File: config.mk
export PLATFORM = sky130hd
export DESIGN_NAME = a2sv_atan2_special
export DESIGN_NICKNAME = d
export VERILOG_FILES = /design/src/rtl/a2sv_pkg.sv /design/src/rtl/a2sv_opclass.sv /design/src/rtl/a2sv_rule_pick.sv /design/src/rtl/a2sv_atan2_special.sv
export SDC_FILE = /design/constraint.sdc
export NUM_CORES = 1
export LEC_CHECK = 0
export ABC_AREA = 1
export BUFFER_PORTS_ARGS = -buffer_cell sky130_fd_sc_hd__buf_2
export CORE_MARGIN = 1
export CORE_UTILIZATION = 35
export CTS_CLUSTER_DIAMETER = 60
export DETAILED_ROUTE_END_ITERATION = 7
export GPL_TIMING_DRIVEN = 0
export PLACE_DENSITY_LB_ADDON = 0.05
export SYNTH_ARGS = -nofsm -noshare
export SYNTH_HDL_FRONTEND = slang
export SYNTH_SLANG_ARGS = --single-unit
File: constraint.sdc
create_clock -name clk -period 1.22 [get_ports clk]
set_input_delay 0.061 -clock clk [delete_from_list [all_inputs] [get_ports clk]]
set_output_delay 0.061 -clock clk [all_outputs]
set_load 0.05 [all_outputs]
File: src/rtl/a2sv_pkg.sv
package a2sv_pkg;

    localparam int EXP_W  = 8;
    localparam int MAN_W  = 23;
    localparam int WORD_W = 1 + EXP_W + MAN_W;
    localparam int QBIT   = MAN_W - 1;

    localparam logic [WORD_W-1:0] K_PI_QTR  = 32'h3F49_0FDB;
    localparam logic [WORD_W-1:0] K_PI_HALF = 32'h3FC9_0FDB;
    localparam logic [WORD_W-1:0] K_PI_3QTR = 32'h4016_CBE4;
    localparam logic [WORD_W-1:0] K_PI_FULL = 32'h4049_0FDB;

    typedef enum logic [1:0] {
        CLS_ZERO,
        CLS_FIN,
        CLS_INF,
        CLS_NAN
    } opcls_e;

    typedef struct packed {
        opcls_e cls;
        logic   sgn;
        logic   snan;
    } opinfo_t;

    typedef enum logic [3:0] {
        RULE_NONE,
        RULE_XNAN,
        RULE_YNAN,
        RULE_PINF_YINF,
        RULE_PINF_YFIN,
        RULE_NINF_YINF,
        RULE_NINF_YFIN,
        RULE_YINF,
        RULE_XZERO,
        RULE_YZERO_XPOS,
        RULE_YZERO_XNEG
    } rule_e;

    typedef struct packed {
        logic              vld;
        logic              byp;
        logic              nv;
        logic [WORD_W-1:0] res;
        logic [WORD_W-1:0] yv;
        logic [WORD_W-1:0] xv;
    } stage_t;

endpackage

File: src/rtl/a2sv_opclass.sv
module a2sv_opclass
    import a2sv_pkg::*;
#(
    parameter int E_W = EXP_W,
    parameter int M_W = MAN_W
) (
    input  logic [E_W+M_W:0] op,
    output opinfo_t          info
);
    localparam int TOP = E_W + M_W;

    logic [E_W-1:0] exp_f;
    logic [M_W-1:0] man_f;
    logic           exp_ones;
    logic           exp_none;
    logic           man_none;

    always_comb begin
        exp_f    = op[TOP-1 -: E_W];
        man_f    = op[M_W-1:0];
        exp_ones = &exp_f;
        exp_none = ~|exp_f;
        man_none = ~|man_f;

        info.sgn  = op[TOP];
        info.snan = 1'b0;
        if (exp_ones && !man_none) begin
            info.cls  = CLS_NAN;
            info.snan = ~man_f[M_W-1];
        end else if (exp_ones) begin
            info.cls = CLS_INF;
        end else if (exp_none && man_none) begin
            info.cls = CLS_ZERO;
        end else begin
            info.cls = CLS_FIN;
        end
    end
endmodule

File: src/rtl/a2sv_rule_pick.sv
module a2sv_rule_pick
    import a2sv_pkg::*;
(
    input  opinfo_t           yi,
    input  opinfo_t           xi,
    input  logic [WORD_W-1:0] y,
    input  logic [WORD_W-1:0] x,
    output logic              byp,
    output logic              nv,
    output logic [WORD_W-1:0] res
);
    rule_e             rule;
    logic              x_fin;
    logic              y_fin;
    logic [WORD_W-1:0] mag;
    logic [WORD_W-1:0] qmask;

    always_comb begin
        x_fin = (xi.cls == CLS_ZERO) || (xi.cls == CLS_FIN);
        y_fin = (yi.cls == CLS_ZERO) || (yi.cls == CLS_FIN);

        // priority chain: NaN, then infinities, then zeros
        if (xi.cls == CLS_NAN)                       rule = RULE_XNAN;
        else if (yi.cls == CLS_NAN)                  rule = RULE_YNAN;
        else if (xi.cls == CLS_INF && !xi.sgn)       rule = y_fin ? RULE_PINF_YFIN : RULE_PINF_YINF;
        else if (xi.cls == CLS_INF)                  rule = y_fin ? RULE_NINF_YFIN : RULE_NINF_YINF;
        else if (yi.cls == CLS_INF)                  rule = RULE_YINF;
        else if (xi.cls == CLS_ZERO && yi.cls == CLS_FIN) rule = RULE_XZERO;
        else if (yi.cls == CLS_ZERO && x_fin)        rule = xi.sgn ? RULE_YZERO_XNEG : RULE_YZERO_XPOS;
        else                                         rule = RULE_NONE;
    end

    always_comb begin
        qmask = '0;
        qmask[QBIT] = 1'b1;
        unique case (rule)
            RULE_XNAN:       mag = x | qmask;
            RULE_YNAN:       mag = y | qmask;
            RULE_PINF_YINF:  mag = K_PI_QTR;
            RULE_NINF_YINF:  mag = K_PI_3QTR;
            RULE_NINF_YFIN,
            RULE_YZERO_XNEG: mag = K_PI_FULL;
            RULE_YINF,
            RULE_XZERO:      mag = K_PI_HALF;
            default:         mag = '0;
        endcase

        byp = (rule != RULE_NONE);
        nv  = xi.snan | yi.snan;
        res = mag;
        if (byp && rule != RULE_XNAN && rule != RULE_YNAN) begin
            res[WORD_W-1] = yi.sgn;
        end
    end
endmodule

File: src/rtl/a2sv_atan2_special.sv
module a2sv_atan2_special
    import a2sv_pkg::*;
(
    input  logic        clk,
    input  logic        rst_n,
    input  logic        in_valid,
    input  logic [31:0] y,
    input  logic [31:0] x,
    output logic        out_valid,
    output logic        bypass,
    output logic [31:0] result,
    output logic        invalid,
    output logic [31:0] y_out,
    output logic [31:0] x_out
);
    opinfo_t           y_info;
    opinfo_t           x_info;
    logic              pick_byp;
    logic              pick_nv;
    logic [WORD_W-1:0] pick_res;
    stage_t            st_d;
    stage_t            st_q;

    a2sv_opclass u_cls_y (.op(y), .info(y_info));
    a2sv_opclass u_cls_x (.op(x), .info(x_info));

    a2sv_rule_pick u_pick (
        .yi  (y_info),
        .xi  (x_info),
        .y   (y),
        .x   (x),
        .byp (pick_byp),
        .nv  (pick_nv),
        .res (pick_res)
    );

    always_comb begin
        st_d     = st_q;
        st_d.vld = in_valid;
        if (in_valid) begin
            st_d.byp = pick_byp;
            st_d.nv  = pick_nv;
            st_d.res = pick_res;
            st_d.yv  = y;
            st_d.xv  = x;
        end
    end

    always_ff @(posedge clk or negedge rst_n) begin
        if (!rst_n) st_q <= '0;
        else        st_q <= st_d;
    end

    assign out_valid = st_q.vld;
    assign bypass    = st_q.byp;
    assign invalid   = st_q.nv;
    assign result    = st_q.res;
    assign y_out     = st_q.yv;
    assign x_out     = st_q.xv;

    AST_VALID_DELAY: assert property (@(posedge clk) disable iff (!rst_n)
        1'b1 |=> out_valid == $past(in_valid));

    AST_HOLD_IDLE: assert property (@(posedge clk) disable iff (!rst_n)
        !in_valid |=> $stable(result) && $stable(y_out) && $stable(bypass));

    AST_XNAN_WINS: assert property (@(posedge clk) disable iff (!rst_n)
        in_valid && x_info.cls == CLS_NAN |=> bypass && result == ($past(x) | 32'h0040_0000));

    AST_SIGN_FROM_Y: assert property (@(posedge clk) disable iff (!rst_n)
        in_valid && x_info.cls != CLS_NAN && y_info.cls != CLS_NAN
        |=> !bypass || result[31] == $past(y[31]));

    AST_FINITE_PAIR_PASS: assert property (@(posedge clk) disable iff (!rst_n)
        in_valid && x_info.cls == CLS_FIN && y_info.cls == CLS_FIN
        |=> !bypass && result == 32'h0);

    AST_FLAG_ON_NAN: assert property (@(posedge clk) disable iff (!rst_n)
        invalid |-> bypass && (&result[30:23]) && result[22]);
endmodule

==> out/qor.yml <==
run_status:
  status: "finished, violations left"
  violations: "negative setup slack"
clock_network:
  cts_tree: "done"
  clock-sinks: 99
  cts_made_buffers: 9
  root_buffer: "clkbuf_16"
  clock_path_buffers: 2
  clk_latency_ns: 0.35
  htreeDepth: 3
  clk_pin_slew_ns: 0.07
cells_and_area:
  syn_to_final_growth_pct: 54.07
  n_fill_cell: 1295
  stdcell_area_um2: 7323
  seq_area_um2: 2477
  drive_gt1_frac: 0.3998
  multiInputGateArea_um2: 2404
  diodes: 0
  layout.nets: 920
sta:
  skew_ns: 0
  worstMarginPinSlew_ns: 0.6748
  finalHoldViolCount: 0
  max_slew_margin: 0.5501
  max_freq_mhz: 603.0
  period_minus_slack_ns: 1.658
  fin_ws_ns: -0.4384
  final-setup-viol-count: 32
  period_share: 1.359
  maxSlewViolCount: 0
  rsz0062_at_grt: "yes"
global_routing:
  grt_overflow: 0
  grt_pass1_wl_um: 25460
  grt_pass1_vias: 4899
  antenna_found_initial: 0
  grt_max_degree: 52
  track_usage: 0.2380
critical_path:
  worstPathRequired_ns: 1.51
  cpMostUsedCell: "nand2_1"
  end_kind: "flip-flop"
  critical_path_class: "input port to flip-flop"
  crit_family: "simple AND/OR/NAND/NOR gates"
  r2r_end: "invalid$_DFFE_PN0P_"
  r2r_slack_ns: 0.50
  crit_slowest_cell: "buf_4"
  critPathMaxStageDelay_ns: 0.21
  worstPathArrival_ns: 1.95
  reg2regPathDepth: 2
  crit_start: "y[2]"
  cp-start-kind: "input port"
  r2r-start: "invalid$_DFFE_PN0P_"
  crit_buf_inv: 5
  critPathMaxFanout: 5
  crit_chain: "buf_2, nor2_4, nand4_1, buf_4, nor2_4, nand3_2, nand2_2, nand2_4, nand2_8, nand3_4, buf_8, inv_8, buf_4, nand2_1, nand3_1, nand2_1, nand2_1"
  cp.depth: 17
  critPathCapture: "result[17]$_DFFE_PN0P_"
drt:
  wl_um: 16200
  drc: 0
  viasPerCell: 4.757
  wl_per_cell_um: 15.67
  vias: 4919
  detail-route-antenna-nets: 0
  dr.pass1.iters: 4
  drtIter0Drc: 266
synth:
  ys_top_cells_by_area: "dfrtp_1 (52%), nand2_1 (20%), nor2_1 (5.8%), o21ai_0 (3.9%), inv_1 (3.2%)"
  synth_warnings: 0
  ys_types: 31
  synthCells: 613
  ys_seq_area_frac: 0.5212
  syn_area_um2: 4753
  avgSynthCellArea_um2: 7.754
  synth_fp_nets: 680
  yosysMostFrequentCell: "nand2_1"
  synth-edff-count: 0
  synth_ff_type: "dfrtp_1"
  netlist.area_leader.share: 0.5212
  synth_commonest_cells: "nand2_1 (249), dfrtp_1 (99), nor2_1 (73), inv_1 (40), o21ai_0 (37)"
  postSynth.asyncResetShare: 1.000
  synth.ff_latch_count: 99
  synth_top_cell_by_area: "dfrtp_1"
placement:
  dp_slack_ns: -0.9165
  dp_hpwl_um: 11690
  placed_area_um2: 5932
  gp_congestion: 0.8987
  numPortBuffers: 165
flow_run:
  drv_cap: 0
die:
  num_rows: 42
  die_w_um: 118.5
  die_area_um2: 14050
  io_pins: 166
  die_height_um: 118.5
  initial_core_util: 0.3589
  coreArea_um2: 13240
power:
  irDropWorstVdd_mv: 0.6112
  leakage_nw: 4.016
  power_density_nw_per_um2: 1162
min_path:
  hold_class: "input port to flip-flop"
-- final cells by class --
cell class              instances  share of cell area
repair inverters                1            0.001538
well taps                     176             0.03007
inverters                      44             0.02443
repair buffers                226              0.2146
clock inverters                 4            0.009909
flip-flops and latches         99              0.3383
plain buffers                  24             0.01794
multi-input cells             448              0.3282
clock buffers                  12             0.03502
-- timing repair --
item                                    in CTS  in global routing
gates cloned                                 4                  0
setup buffers                               15                  7
hold buffers                                37                  0
hold endpoints to repair                    85                  0
gates resized for setup                     60                 69
pin swaps                                   47                 35
endpoints found under the setup margin      34                 61
-- cells by family after synthesis --
group / share of synthesized area
AOI/OAI and AO/OA: 0.05897
buffers and inverters: 0.05686
DFF: 0.5212
and+or+nand+nor: 0.3630
-- worst min-delay path by stage --
| stage | cells after the start | startpoint | slack [ns] | end |
|---|---|---|---|---|
| 2_1_floorplan | 0 | rst_n | -0.23 | bypass$_DFFE_PN0P_ |
| 3_5_place_dp | 1 | rst_n | 0.14 | x_out[2]$_DFFE_PN0P_ |
| 4_1_cts | 3 | x[6] | 0.003 | x_out[6]$_DFFE_PN0P_ |
| 5_1_grt | 3 | y[1] | 0.02 | y_out[1]$_DFFE_PN0P_ |
| 3_3_place_gp | 1 | in_valid | 0.24 | out_valid$_DFF_PN0_ |
| 6_report | 3 | x[6] | 0.01 | x_out[6]$_DFFE_PN0P_ |
-- worst reg2reg max path, cell delays in order (launching register included) --
cell      delay, ns
dfrtp_1        0.38
nand2_1        0.07
o311ai_0       0.13
-- per-layer routing --
layer,share of wire,routed length (µm),global-route usage
met5,0,0,0
met2,0.50,8038,0.3973
met1,0.43,7005,0.3022
met4,0.026,422,0.1068
met3,0.045,737,0.03909
-- state kept, by name, indices dropped and copies added (netlist names) --
register	count
result	32
x_out	32
y_out	32
bypass	1
invalid	1
out_valid	1
-- per-stage QoR --
stage          instances  hold slack, ns    util  total power [mW]  TNS, ns
2_1_floorplan        613         -0.2346       -             4.658   -8.101
5_1_grt             1034         0.02495  0.5530             8.862   -15.44
3_5_place_dp         955          0.1422  0.4479             5.255   -35.73
6_report            1034         0.01482  0.5530             8.512   -12.13
3_3_place_gp         954          0.2422  0.4457             5.222  -137.41
4_1_cts             1027        0.002537  0.5299             8.559   -10.27
-- power breakdown --
part | total (mW) | switching (mW) | internal [mW]
registers | 3.59 | 0.108 | 3.48
clock network | 3.15 | 1.24 | 1.91
logic | 1.77 | 1.29 | 0.484
-- cell usage in the layout (no fill, tap or decap), types with 2 or more instances in the layout --
cell	instances
a22oi_2	3
buf_1	2
buf_12	2
buf_16	2
buf_2	148
buf_4	21
buf_6	17
buf_8	5
bufinv_16	2
clkbuf_1	13
clkbuf_16	9
clkbuf_2	4
clkbuf_8	2
clkinvlp_4	2
dfrtp_1	99
dlygate4sd3_1	37
inv_1	35
inv_2	5
inv_8	2
nand2_1	229
nand2_2	29
nand2_4	7
nand3_1	11
nand3_2	15
nand3_4	3
nand4_1	7
nor2_1	38
nor2_2	31
nor2_4	25
o211ai_2	3
o21ai_0	32
o21ai_1	5
Note: power is estimated with default switching activity, not from simulation.
